## src/rtl/vc_send_gate_pkg.sv

```systemverilog
package vc_send_gate_pkg;
  function automatic int cnt_width(input int depth);
    return $clog2(depth + 1);
  endfunction

  function automatic int idx_width(input int n);
    return (n > 1) ? $clog2(n) : 1;
  endfunction
endpackage

```

## src/rtl/vcsg_credit.sv

```systemverilog
module vcsg_credit #(
  parameter int BUF_DEPTH = 4,
  parameter int CNT_W     = 3
) (
  input  logic             clk,
  input  logic             rst,
  input  logic             take,
  input  logic             give,
  output logic [CNT_W-1:0] cnt,
  output logic             has_room
);
  logic [CNT_W-1:0] cnt_n;

  always_comb begin
    case ({give, take})
      2'b10:   cnt_n = cnt + CNT_W'(1);
      2'b01:   cnt_n = cnt - CNT_W'(1);
      default: cnt_n = cnt;
    endcase
  end

  always_ff @(posedge clk) begin
    if (rst) begin
      cnt      <= CNT_W'(BUF_DEPTH);
      has_room <= 1'b1;
    end else begin
      cnt      <= cnt_n;
      has_room <= (cnt_n != '0);
    end
  end

  assert_no_overflow_R3: assert property (@(posedge clk) disable iff (rst)
    cnt <= CNT_W'(BUF_DEPTH));
  assert_no_underflow_R5: assert property (@(posedge clk) disable iff (rst)
    take |-> cnt != '0);
  assert_collide_hold_R4: assert property (@(posedge clk) disable iff (rst)
    (take && give) |=> $stable(cnt));
  assert_take_lowers_R2: assert property (@(posedge clk) disable iff (rst)
    (take && !give) |=> cnt == $past(cnt) - CNT_W'(1));
endmodule

```

## src/rtl/vcsg_owner.sv

```systemverilog
module vcsg_owner (
  input  logic clk,
  input  logic rst,
  input  logic claim,
  input  logic drop,
  output logic busy
);
  always_ff @(posedge clk) begin
    if (rst) busy <= 1'b0;
    else     busy <= (busy | claim) & ~drop;
  end

  assert_claim_free_R6: assert property (@(posedge clk) disable iff (rst)
    claim |-> !busy);
  assert_drop_frees_R8: assert property (@(posedge clk) disable iff (rst)
    drop |=> !busy);
  assert_claim_holds_R6: assert property (@(posedge clk) disable iff (rst)
    (claim && !drop) |=> busy);
endmodule

```

## src/rtl/vcsg_pick.sv

```systemverilog
module vcsg_pick #(
  parameter int N = 4
) (
  input  logic [N-1:0] cand,
  output logic [N-1:0] win
);
  always_comb begin
    win = '0;
    for (int i = N - 1; i >= 0; i--) begin
      if (cand[i]) win = N'(1) << i;
    end
  end

  always_comb begin
    assert_one_send_R9: assert ($onehot0(win));
  end
endmodule

```

## src/rtl/vc_send_gate.sv

```systemverilog
module vc_send_gate
  import vc_send_gate_pkg::*;
#(
  parameter int NUM_VC     = 4,
  parameter int BUF_DEPTH  = 4,
  parameter int RTT_CYCLES = 2,
  parameter bit STOP_MODE  = 1'b0,
  localparam int VC_W      = idx_width(NUM_VC),
  localparam int CNT_W     = cnt_width(BUF_DEPTH)
) (
  input  logic                    clk,
  input  logic                    rst,
  input  logic [NUM_VC-1:0]       req_vld,
  input  logic [NUM_VC-1:0]       req_head,
  input  logic [NUM_VC-1:0]       req_tail,
  input  logic                    crd_vld,
  input  logic [VC_W-1:0]         crd_vc,
  input  logic [NUM_VC-1:0]       stop_in,
  output logic [NUM_VC-1:0]       send_gnt,
  output logic [NUM_VC-1:0]       vc_elig,
  output logic [NUM_VC-1:0]       vc_busy,
  output logic [NUM_VC*CNT_W-1:0] credit_cnt
);
  localparam int STOP_HEADROOM = BUF_DEPTH - RTT_CYCLES;

  initial begin
    assert_depth_covers_rtt: assert (STOP_HEADROOM >= 1)
      else $error("BUF_DEPTH must exceed RTT_CYCLES");
  end

  logic [NUM_VC-1:0] cand;

  for (genvar v = 0; v < NUM_VC; v++) begin : g_vc
    assign cand[v] = req_vld[v] && vc_elig[v] &&
                     (req_head[v] ? !vc_busy[v] : vc_busy[v]);

    vcsg_owner u_own (
      .clk   (clk),
      .rst   (rst),
      .claim (send_gnt[v] & req_head[v]),
      .drop  (send_gnt[v] & req_tail[v]),
      .busy  (vc_busy[v])
    );

    if (STOP_MODE) begin : g_stop
      logic unused_crd;
      assign unused_crd = crd_vld ^ (^crd_vc);
      always_ff @(posedge clk) begin
        if (rst) vc_elig[v] <= 1'b1;
        else     vc_elig[v] <= ~stop_in[v];
      end
      assign credit_cnt[v*CNT_W +: CNT_W] = '0;
    end else begin : g_credit
      logic unused_stop;
      assign unused_stop = stop_in[v];
      vcsg_credit #(.BUF_DEPTH(BUF_DEPTH), .CNT_W(CNT_W)) u_crd (
        .clk      (clk),
        .rst      (rst),
        .take     (send_gnt[v]),
        .give     (crd_vld && (crd_vc == VC_W'(v))),
        .cnt      (credit_cnt[v*CNT_W +: CNT_W]),
        .has_room (vc_elig[v])
      );
    end

    assert_body_owned_R7: assert property (@(posedge clk) disable iff (rst)
      (send_gnt[v] && !req_head[v]) |-> vc_busy[v]);
  end

  vcsg_pick #(.N(NUM_VC)) u_pick (
    .cand (cand),
    .win  (send_gnt)
  );
endmodule

```

## config.mk

```make
export PLATFORM = sky130hd
export DESIGN_NAME = vc_send_gate
export DESIGN_NICKNAME = d
export VERILOG_FILES = /design/src/rtl/vc_send_gate_pkg.sv /design/src/rtl/vcsg_credit.sv /design/src/rtl/vcsg_owner.sv /design/src/rtl/vcsg_pick.sv /design/src/rtl/vc_send_gate.sv
export SDC_FILE = /design/constraint.sdc
export NUM_CORES = 1
export LEC_CHECK = 0
export ABC_AREA = 1
export BUFFER_PORTS_ARGS = -buffer_cell sky130_fd_sc_hd__buf_2
export CAP_MARGIN = 20
export CORE_AREA = 2 2 65 67
export CTS_CLUSTER_DIAMETER = 30
export DETAILED_ROUTE_END_ITERATION = 7
export DIE_AREA = 0 0 67 69
export GPL_ROUTABILITY_DRIVEN = 0
export HOLD_SLACK_MARGIN = 0.12
export PLACE_DENSITY = 0.54
export SYNTH_ARGS = -nofsm -noshare
export SYNTH_HDL_FRONTEND = slang
export SYNTH_HIERARCHICAL = 1
export SYNTH_SLANG_ARGS = --single-unit
```

## constraint.sdc

```tcl
create_clock -name clk -period 2.1 [get_ports clk]
set_input_delay 0.21 -clock clk [delete_from_list [all_inputs] [get_ports clk]]
set_output_delay 0.21 -clock clk [all_outputs]
set_load 0.01 [all_outputs]
```

Word-level counts from Yosys, hierarchy flattened
Index checks and enable logic that the tools add are counted.
- register bits after elaboration: 20
- bits of input ports: 21
- output and inout port bits: 24
- word-level logic and storage cells: 84
- $add $sub $neg: 8
- eq/ne operators: 11
- mux-type cells: 12
- bitwise operators: 20
- reduce and logical (&&, ||, !) cells: 21
- operators with widths (cell ; number):
    3-bit case mux with 2 select lines ; 4
    4-bit two-way mux ; 4
    3-bit by 1-bit adder with 3-bit output, second input constant ; 4
    1-bit AND ; 12
    2-bit equality test, second input constant ; 6
    1-bit logical AND ; 12
    3-bit nonzero test ; 4
    3-bit by 1-bit subtractor with 3-bit output, second input constant ; 4
    2-bit by 1-bit equality test with 1-bit output, second input constant ; 5
    1-bit zero test ; 4
    1-bit two-way mux ; 4
    1-bit inverter ; 4
    1-bit OR ; 4
    2-bit zero test ; 1

Logic depth before layout (Yosys ltp)
Gate-level depths: netlist of run 1.
- depth after elaboration: 10
- gate-level depth with buffers: 14
- mapped depth without buffers: 14

By module
Netlist of run 1, hierarchy kept.
- by module, submodules not included (module ; instances ; cells each ; area each (µm²) ; sequential area each (µm²)):
    vcsg_credit ; 4 ; 29 ; 224.0 ; 80.1
    vc_send_gate ; 1 ; 47 ; 186.4 ; 0.0
    vcsg_owner ; 4 ; 6 ; 38.8 ; 20.0
    vcsg_pick ; 1 ; 9 ; 37.5 ; 0.0

Worst setup path before layout of run 1
OpenSTA, ideal clock, no wires.
- path type: flip-flop to flip-flop
- start: register g_vc[0].u_own.busy
- end: register g_vc[2].g_credit.u_crd.has_room
- library setup time: 0.121 ns
- data arrival time: 1.864 ns
- required time: 1.979 ns
- slack: 0.116 ns
- stages on the path, launching flop included: 13
- buffers on the path: 0
- period minus slack after synthesis: 1.984 ns
- cells stage by stage: dfxtp_1 > nand2_1 > nand2_1 > nor2_1 > inv_1 > nand2_1 > nor2_1 > ha_1 > fa_1 > nand2_2 > nand3_2 > nor2_2 > nand3_1
- word-level cells in the longest chain between the ends: 7
- elaborated cells between the ends (all ways): 8
- those cells by class: 2 x eq/ne; 3 x mux; 3 x reduce/logical
- ends and longest elaborated chain (item ; RTL line ; source):
    start, declared ; vcsg_owner.sv:6 ; output logic busy
    start signal, assigned ; vcsg_owner.sv:10 ; else busy <= (busy | claim) & ~drop;
    1-bit zero test ; vc_send_gate.sv:35 ; (req_head[v] ? !vc_busy[v] : vc_busy[v]);
    1-bit two-way mux (*) ; vc_send_gate.sv:35 ;
    1-bit logical AND (*) ; vc_send_gate.sv:34 ; assign cand[v] = req_vld[v] && vc_elig[v] &&
    via cand[0] ; vc_send_gate.sv:31 ; logic [NUM_VC-1:0] cand;
    4-bit two-way mux (*) ; vcsg_pick.sv:10 ; if (cand[i]) win = N'(1) << i;
    via send_gnt[2] ; vc_send_gate.sv:19 ; output logic [NUM_VC-1:0] send_gnt,
    2-bit by 1-bit equality test with 1-bit output or 2-bit equality test (tied branches) ; vcsg_credit.sv:15 ; case ({give, take})
    3-bit case mux with 2 select lines (*) ; vcsg_credit.sv:15 ;
    3-bit nonzero test (*) ; vcsg_credit.sv:28 ; has_room <= (cnt_n != '0);
    end signal, assigned ; vcsg_credit.sv:28 ;
    end, declared ; vcsg_credit.sv:10 ; output logic has_room
The timed path passes the listed nets; every way through them passes the cells marked *.
A chain may end at the register's enable or synchronous reset.

Worst setup path after layout of run 1
- start: register g_vc[0].u_own.busy
- end: register g_vc[1].g_credit.u_crd.has_room
- word-level cells in the longest chain between the ends: 7
- elaborated cells between the ends (all ways): 8
- those cells by class: 2 x eq/ne; 3 x mux; 3 x reduce/logical
- ends and longest elaborated chain (item ; RTL line):
    1-bit zero test ; vc_send_gate.sv:35
    1-bit two-way mux (*) ; vc_send_gate.sv:35
    1-bit logical AND (*) ; vc_send_gate.sv:34
    4-bit two-way mux (*) ; vcsg_pick.sv:10
    2-bit by 1-bit equality test with 1-bit output or 2-bit equality test (tied branches) ; vcsg_credit.sv:15
    3-bit case mux with 2 select lines (*) ; vcsg_credit.sv:15
    3-bit nonzero test (*) ; vcsg_credit.sv:28
    end signal, assigned ; vcsg_credit.sv:28
    end, declared ; vcsg_credit.sv:10
Every way passes the cells marked *; elsewhere a longest branch is shown, timed or not.

==> summary by stage, run 1 <==
Clocking
The post-CTS setup repair buffer count is 0. After clock tree synthesis, the flow added hold-fix buffers numbering 0. The clock-pin transition on the worst setup and hold timing paths is around 80 ps. The clock passes through at most 2 buffers. The clock latency on the worst-skew pair is 260 ps. The post-CTS resize count is 0. The cell at the root of the clock tree is sky130_fd_sc_hd__clkbuf_8. TritonCTS built the clock tree. The total CTS buffers is 3. CTS saw 20 sinks. The H-tree level count is 1.

Synth
The most frequent cell after synthesis is sky130_fd_sc_hd__nand2_1. By count the netlist is led by 46 x sky130_fd_sc_hd__nand2_1, 45 x sky130_fd_sc_hd__inv_1, 20 x sky130_fd_sc_hd__dfxtp_1, 19 x sky130_fd_sc_hd__nor2_1. For this run, the number of Yosys warnings is 6.

The synthesized netlist contains 16 unique library cells. The share of synthesized flip-flops with an asynchronous set or reset is 0. The portion of the post-synthesis area used by sequential elements is 0.3140. The synthesized instance count is 196.

The share of synthesized area in the top cell type comes to 0.3140. By area the synthesized netlist is led by sky130_fd_sc_hd__dfxtp_1 31%, sky130_fd_sc_hd__nand2_1 14%, sky130_fd_sc_hd__inv_1 13%. In this run, synthesis inferred 0 flip-flops with an integrated enable.

The most instantiated flip-flop cell in the synthesis netlist is sky130_fd_sc_hd__dfxtp_1. The number of nets produced by synthesis is around 230. The post-synthesis cell area is approximately 0.0013 sq mm.

The register bit count reported by yosys is 20. The cell type contributing the most total cell area after synthesis is sky130_fd_sc_hd__dfxtp_1. The average instance in the mapped netlist occupies between 6 and 7 sq um.

Timing
The ratio of final minimum period to clock period is 0.9115. For the pin with the worst max-slew slack, the measured transition is around 350 ps. The number of endpoints with negative hold slack in the final report is 0.

The sum of negative setup slack is 0 ps. The count of final setup violators is 0. Setup repair after global routing left no endpoint under its margin. Measured against its own limit, the worst slew margin works out to 0.7692.

The final count of pins violating max slew was 0. The minimum period implied by the final worst setup slack is between 1500 and 2000 ps. On the final layout, the worst clock skew is ~4.2 ps. The maximum clock frequency is approximately 520 MHz.

Pwr
Across the VDD grid, the largest voltage drop is around 0.00036 V. In this run the static leakage power is approximately 0.95 nW. The power per cell area is slightly above 600 mW/mm^2.

Worst setup path
The kind of start point of the critical path is a register. By startpoint and endpoint, the worst setup path is classified as register to register. The endpoint of the lowest-slack register-to-register path is g_vc[1].g_credit.u_crd/has_room$_SDFF_PP1_. For the worst setup path, the data arrival time is about 2100 ps.

At the worst endpoint, the required time is between 2000 and 2500 ps. The register-to-register setup slack is about 190 ps. In this run the worst setup path begins at g_vc[0].u_own/busy$_SDFF_PP0_. The maximum fanout along the worst path is 4. The type of destination of the critical path is a register. The logic depth of the worst register-to-register path is 10. The startpoint identified for the worst register-to-register timing path is g_vc[0].u_own/busy$_SDFF_PP0_. In this run the worst setup path terminates at g_vc[1].g_credit.u_crd/has_room$_SDFF_PP1_.

Cells and area
At the end of the flow, the number of nets in the layout was about 270. The synthesis-to-layout area growth is 26.69%. The ratio of cells with drive above 1 in the final layout is 0.3333.

The antenna cell count is 0. The post-layout instance area is approximately 0.0016 sq mm.

Detailed routing
The first TritonRoute pass finished after 3 iterations. The routed wirelength normalized by instance count is 8.478 um. The detail route stage leaves a number of antenna-violating nets equal to 0. The wire length reported by the detailed router is 2484 um. The number of DRC markers after the initial detailed-route iteration is 35. Dividing the detail-routed via count by the number of cells gives 4.119. In the routed design, unresolved DRC markers number 0. Across all layers, the routed design uses about 1200 vias.

Placement
The HPWL after detailed placement is a little under 2000 um. The placed instance area is roughly 0.0016 sq mm. The count of buffers added on input and output ports is 40.

Worst hold path
The tightest min-delay check is of the primary input to register type. The worst hold path depth is 6.

Global route
The via count of the first global-routing pass is 1041. The sum of overflow across all layers after global routing is 0. In the global route stage, overall resource usage came out at 0.1138. The wire length of the first global-routing pass is about 4200 um. The pin count of the biggest net entering global routing is 17. The number of antenna violations at the first check in global routing is 0.

Floorplanning
The area of the placeable core is 0.003914 sq mm. The number of placement rows is 23. The top-level I/O count is 45. From bottom edge to top edge, the die measures just under 70 um. The full die area is around 0.0046 sq mm. The die extent in x is 67 um. For this configuration, the core starts out at a cell density of 0.3258.

Run status
The flow ran to the end, and the final reports show no timing, DRC or antenna violations.

Flow run
The number of max-cap violations is 0.
## logic make-up after synthesis
family | Yosys count | synth area share
flops | 20 | 0.3140
simple gates | 105 | 0.3876
fa+ha+maj | 8 | 0.1021
compound gates | 8 | 0.03140
buf+inv | 55 | 0.1649
## layer usage
layer  GRT usage  vias to the layer above  part of all wire
met4     0.02721                        0            0.0064
met2      0.1793                       26              0.46
met5           0                        -                 0
li1            -                      671                 -
met3     0.03752                        4             0.055
met1      0.1490                      506              0.48
## metrics by stage
step	util	hold WS, ps	setup slack (ps)	power, mW	cells
2_1_floorplan	-	279.1	115.7	0.6363	196
3_3_place_gp	0.4006	491.8	152.2	0.7266	290
3_5_place_dp	0.4006	498.0	149.7	0.7292	290
4_1_cts	0.4111	248.8	126.5	0.9921	293
5_1_grt	0.4127	283.1	1.836	1.050	293
6_report	0.4127	245.8	185.9	0.9768	293
## worst min path at each step
stage	from	to	slack (ps)
final	req_tail[0]	g_vc[0].u_own/busy$_SDFF_PP0_	250
after global placement	g_vc[3].u_own/busy$_SDFF_PP0_	g_vc[3].u_own/busy$_SDFF_PP0_	490
after floorplan	rst	g_vc[0].g_credit.u_crd/cnt[0]$_SDFF_PP0_	280
after global routing	req_tail[3]	g_vc[3].u_own/busy$_SDFF_PP0_	280
after detailed placement	g_vc[2].g_credit.u_crd/cnt[2]$_SDFF_PP1_	g_vc[2].g_credit.u_crd/cnt[2]$_SDFF_PP1_	500
after CTS	req_tail[0]	g_vc[0].u_own/busy$_SDFF_PP0_	250
## where the power goes
part / switching [mW] / internal (mW) / total (mW)
sequential: 0.0262 / 0.407 / 0.434
clock: 0.130 / 0.128 / 0.258
combinational: 0.165 / 0.121 / 0.286
## flip-flops by register name (all words and copies together) (netlist names)
register,count
g_vc.g_credit.u_crd/cnt,12
g_vc.u_own/busy,4
g_vc.g_credit.u_crd/has_room,4
## cell type report
class	instances	area [sq um]
tap	50	62.56
clock buffer	3	41.29
fill	451	2298
inverter	54	202.7
sequential	20	401.6
timing repair buffer	45	237.7
multi-input combinational	121	669.4
## critical path: stages, from the launching register on
cell and delay (ps):
sky130_fd_sc_hd__dfxtp_2 340, sky130_fd_sc_hd__nor2_1 120, sky130_fd_sc_hd__nor2_2 80, sky130_fd_sc_hd__buf_4 130, sky130_fd_sc_hd__nor2_1 170, sky130_fd_sc_hd__ha_2 240
sky130_fd_sc_hd__fa_1 430, sky130_fd_sc_hd__nand2_2 100, sky130_fd_sc_hd__nand3_2 60, sky130_fd_sc_hd__nor2_2 80, sky130_fd_sc_hd__nand3_1 60
## cell usage in the layout (no fill, tap or decap), drive strengths merged
master	count
dfxtp	20
inv	54
nand2	58
nand4	4
clkbuf	3
a21oi	8
nor2	23
nor3	4
ha	4
buf	45
nand3	16
fa	4
Note: power is estimated with default switching activity, not from simulation.
==> inputs of run 2 (changes only) <==
--- a/config.mk
+++ b/config.mk
@@ -14,4 +14,5 @@
 export DIE_AREA = 0 0 67 69
 export GPL_ROUTABILITY_DRIVEN = 0
+export GPL_TIMING_DRIVEN = 0
 export HOLD_SLACK_MARGIN = 0.12
 export PLACE_DENSITY = 0.54
==> constraint.sdc (replaced) <==
create_clock -name clk -period 2.1 [get_ports clk]
set_input_delay 0.21 -clock clk [delete_from_list [all_inputs] [get_ports clk]]
set_output_delay 0.21 -clock clk [all_outputs]
set_load 0.1 [all_outputs]
==> summary by stage, run 2 (synthesized netlist as in run 1, its figures left out) <==
Pwr
The power per cell area is 714.4 mW/mm^2 (was 604.7 mW/mm^2). The maximum resistive drop on vdd came to 0.0003005 V (was 0.0003581 V). The leakage dissipation was 0.9390 nW (was 0.9468 nW).

Floorplanning
The initial core utilization was 0.3258 (unchanged). The chip height was 69 um (unchanged). The area of the placeable core is 0.003914 sq mm (unchanged). The full die area is 0.004623 sq mm (unchanged). The number of placement rows came to 23 (unchanged). The top-level I/O count came to 45 (unchanged).

The die extent in x was 67 um (unchanged).

Worst setup path
The critical path's slowest cell is sky130_fd_sc_hd__fa_1 (unchanged). The timing startpoint of the critical path is g_vc[0].g_credit.u_crd/has_room$_SDFF_PP1_ (was g_vc[0].u_own/busy$_SDFF_PP0_). The termination of the worst setup path is g_vc[2].g_credit.u_crd/has_room$_SDFF_PP1_ (was g_vc[1].g_credit.u_crd/has_room$_SDFF_PP1_). The register-to-register setup slack is 180 ps (was 190 ps). Crit path cell chain: nand2_1 -> inv_1 -> nand2_2 -> nor2_4 -> inv_2 -> nand2_4 -> nor2_4 -> ha_4 -> fa_1 -> nand2_2 -> nand3_2 -> nor2_2 -> nand3_1 (was nor2_1 -> nor2_2 -> buf_4 -> nor2_1 -> ha_2 -> fa_1 -> nand2_2 -> nand3_2 -> nor2_2 -> nand3_1). The type of the worst setup path was register to register (unchanged). The launch instance of the worst register-to-register path is g_vc[0].g_credit.u_crd/has_room$_SDFF_PP1_ (was g_vc[0].u_own/busy$_SDFF_PP0_). The longest individual stage delay on the worst path was 480 ps (was 430 ps).

The type of destination of the critical path is a register (unchanged). The maximum fanout along the worst path was 4 (unchanged). The endpoint of the lowest-slack register-to-register path is g_vc[2].g_credit.u_crd/has_room$_SDFF_PP1_ (was g_vc[1].g_credit.u_crd/has_room$_SDFF_PP1_). The data required time of the worst path came to 2250 ps (was 2260 ps). The dominant delay contributor by cell family on the critical path is simple AND/OR/NAND/NOR gates (unchanged). The kind of start point of the critical path is a register (unchanged). The worst path buffer plus inverter count was 2 (was 1). The logic depth of the worst register-to-register path came to 13 (was 10). The critical path depth in cells is 13 (was 10). The critical path data arrival time is 2070 ps (about the same).

Cells and area
The most common library cell in the layout ignoring fill and taps is sky130_fd_sc_hd__inv_1 (was sky130_fd_sc_hd__nand2_1). The largest register by flop count is g_vc.g_credit.u_crd/cnt (unchanged). The ratio of cells with drive above 1 in the final layout is 0.3933 (was 0.3333). The antenna cell count is 0 (unchanged). Most frequent cells in the layout: 44 x sky130_fd_sc_hd__inv_1, 42 x sky130_fd_sc_hd__nand2_1, 40 x sky130_fd_sc_hd__buf_2 (was 46 x sky130_fd_sc_hd__nand2_1, 45 x sky130_fd_sc_hd__inv_1, 40 x sky130_fd_sc_hd__buf_2).

The number of flip-flops in the largest register is 12 (unchanged). Largest registers: g_vc.g_credit.u_crd/cnt: 12 flops, g_vc.g_credit.u_crd/has_room: 4 flops, g_vc.u_own/busy: 4 flops (unchanged). The end-of-flow core utilization is 0.4354 (was 0.4127). The post-layout instance area is 0.001704 sq mm (was 0.001615 sq mm). The synthesis-to-layout area growth was 33.66% (was 26.69%). The final-stage net count is 270 (was 274). The layout filler cell count is 424 (was 451).

Timing
The final worst-path setup slack is 178.4 ps (was 185.9 ps). The headroom to the max-slew limit is 0.6764 (was 0.7692). The maximum clock frequency is 520.4 MHz (was 522.4 MHz). The number of endpoints with negative hold slack in the final report is 0 (unchanged). The count of final setup violators is 0 (unchanged). Setup repair after global routing missed its margin: false (unchanged). The ratio of final minimum period to clock period is 0.9150 (was 0.9115). The slew of the pin with the lowest slew margin is 488.8 ps (was 346.1 ps). The final clock skew is 5.360 ps (was 4.219 ps).

The minimum period implied by the final worst setup slack is 1922 ps (was 1914 ps). The final count of pins violating max slew is 0 (unchanged).

Global route
The via count of the first global-routing pass is 1078 (was 1041). The met3 layer usage reported by global route came to 0.02773 (was 0.03752). The aggregate global-route resource usage is 0.1226 (was 0.1138).

The sum of overflow across all layers after global routing is 0 (unchanged). The routing layer with the top usage in global route is met2 (unchanged). The wire length of the first global-routing pass came to 4485 um (was 4181 um). The number of antenna violations at the first check in global routing is 0 (unchanged).

The global routing usage on met2 was 0.1892 (was 0.1793). The met1 demand-to-capacity share in global routing is 0.1697 (was 0.1490). The pin count of the biggest net entering global routing is 17 (unchanged).

Detailed routing
The wire length reported by the detailed router is 2504 um (was 2484 um). The routed wirelength normalized by instance count is 8.664 um (was 8.478 um). The number of DRC markers after the initial detailed-route iteration came to 17 (was 35). The detailed-router iteration count before antenna repair was 4 (was 3).

The final routed DRC violation total is 0 (unchanged). The via density per instance is 4.069 (was 4.119). The via count of the routed design is 1176 (was 1207).

The post-route antenna net violation count is 0 (unchanged).

Clocking
The hold buffer count at CTS came to 0 (unchanged). The total CTS buffers came to 3 (unchanged). The H-tree level count is 1 (unchanged). The number of buffers on the longest clock path was 2 (unchanged). The post-CTS setup repair buffer count is 0 (unchanged).

The post-CTS resize count came to 0 (unchanged). The clock-pin transition on the worst setup and hold timing paths is 80 ps (about the same). The clock latency on the worst-skew pair is 250 ps (was 260 ps). The clock tree from TritonCTS is done (unchanged).

The sink count of the clock tree was 20 (unchanged). The cell at the root of the clock tree is sky130_fd_sc_hd__clkbuf_8 (unchanged).

Placement
The worst slack at placement is 142.8 ps (was 149.7 ps). The number of buffer cells added on primary ports is 40 (unchanged). The placed instance area is 0.001663 sq mm (was 0.001568 sq mm). The total half-perimeter wirelength after legalization and detailed placement came to 2063 um (was 1977 um).

Flow run
The number of max-cap violations is 0 (unchanged).

Worst hold path
The classification of the worst-slack hold path is primary input to register (unchanged).

Run status
Status: complete, no violations (unchanged).
==> run 2: worst reg2reg max path: cells and delay by family, from the launching register on <==
kind | cells | cell delay (ps)
fa+ha+maj | 2 | 650
simple gates | 9 | 710
flops | 1 | 340
buf+inv | 2 | 130
==> run 2: power by group <==
part / internal [mW] / switching, mW / total, mW
Clock: 0.128 / 0.127 / 0.254
Combinational: 0.131 / 0.405 / 0.536
Sequential: 0.402 / 0.0247 / 0.427
==> run 2: cell type report <==
class	count	area, sq um	area share
clock buffers	3	41.29	0.02423
repair buffers	40	200.2	0.1175
multi-input cells	121	747.0	0.4383
flip-flops and latches	20	430.4	0.2526
inverters	54	202.7	0.1189
well taps	50	62.56	0.03671
plain buffers	1	20.02	0.01175
==> run 2: stage by stage <==
stage          power (mW)  setup TNS [ps]  cells  hold slack (ps)
2_1_floorplan      0.8913           -2125    196            279.1
3_3_place_gp       0.9753               0    286            482.2
3_5_place_dp       0.9792               0    286            490.9
4_1_cts             1.242               0    289            245.4
5_1_grt             1.307               0    289            284.3
6_report            1.217               0    289            254.5
==> run 2: how the worst min path moves through the flow <==
stage | startpoint | to | cells after the start
finish | req_tail[1] | g_vc[1].u_own/busy$_SDFF_PP0_ | 6
global route | req_tail[2] | g_vc[2].u_own/busy$_SDFF_PP0_ | 6
CTS | req_tail[1] | g_vc[1].u_own/busy$_SDFF_PP0_ | 6
detailed placement | g_vc[2].g_credit.u_crd/cnt[2]$_SDFF_PP1_ | g_vc[2].g_credit.u_crd/cnt[2]$_SDFF_PP1_ | 2
global placement | g_vc[3].u_own/busy$_SDFF_PP0_ | g_vc[3].u_own/busy$_SDFF_PP0_ | 2
floorplan | rst | g_vc[0].g_credit.u_crd/cnt[0]$_SDFF_PP0_ | 1
==> run 2: layer usage <==
metal  vias up  routed length (um)
li1        663                   -
met1       487                1262
met2        24                1091
met3         2                 125
met4         0                  24
met5         -                   0
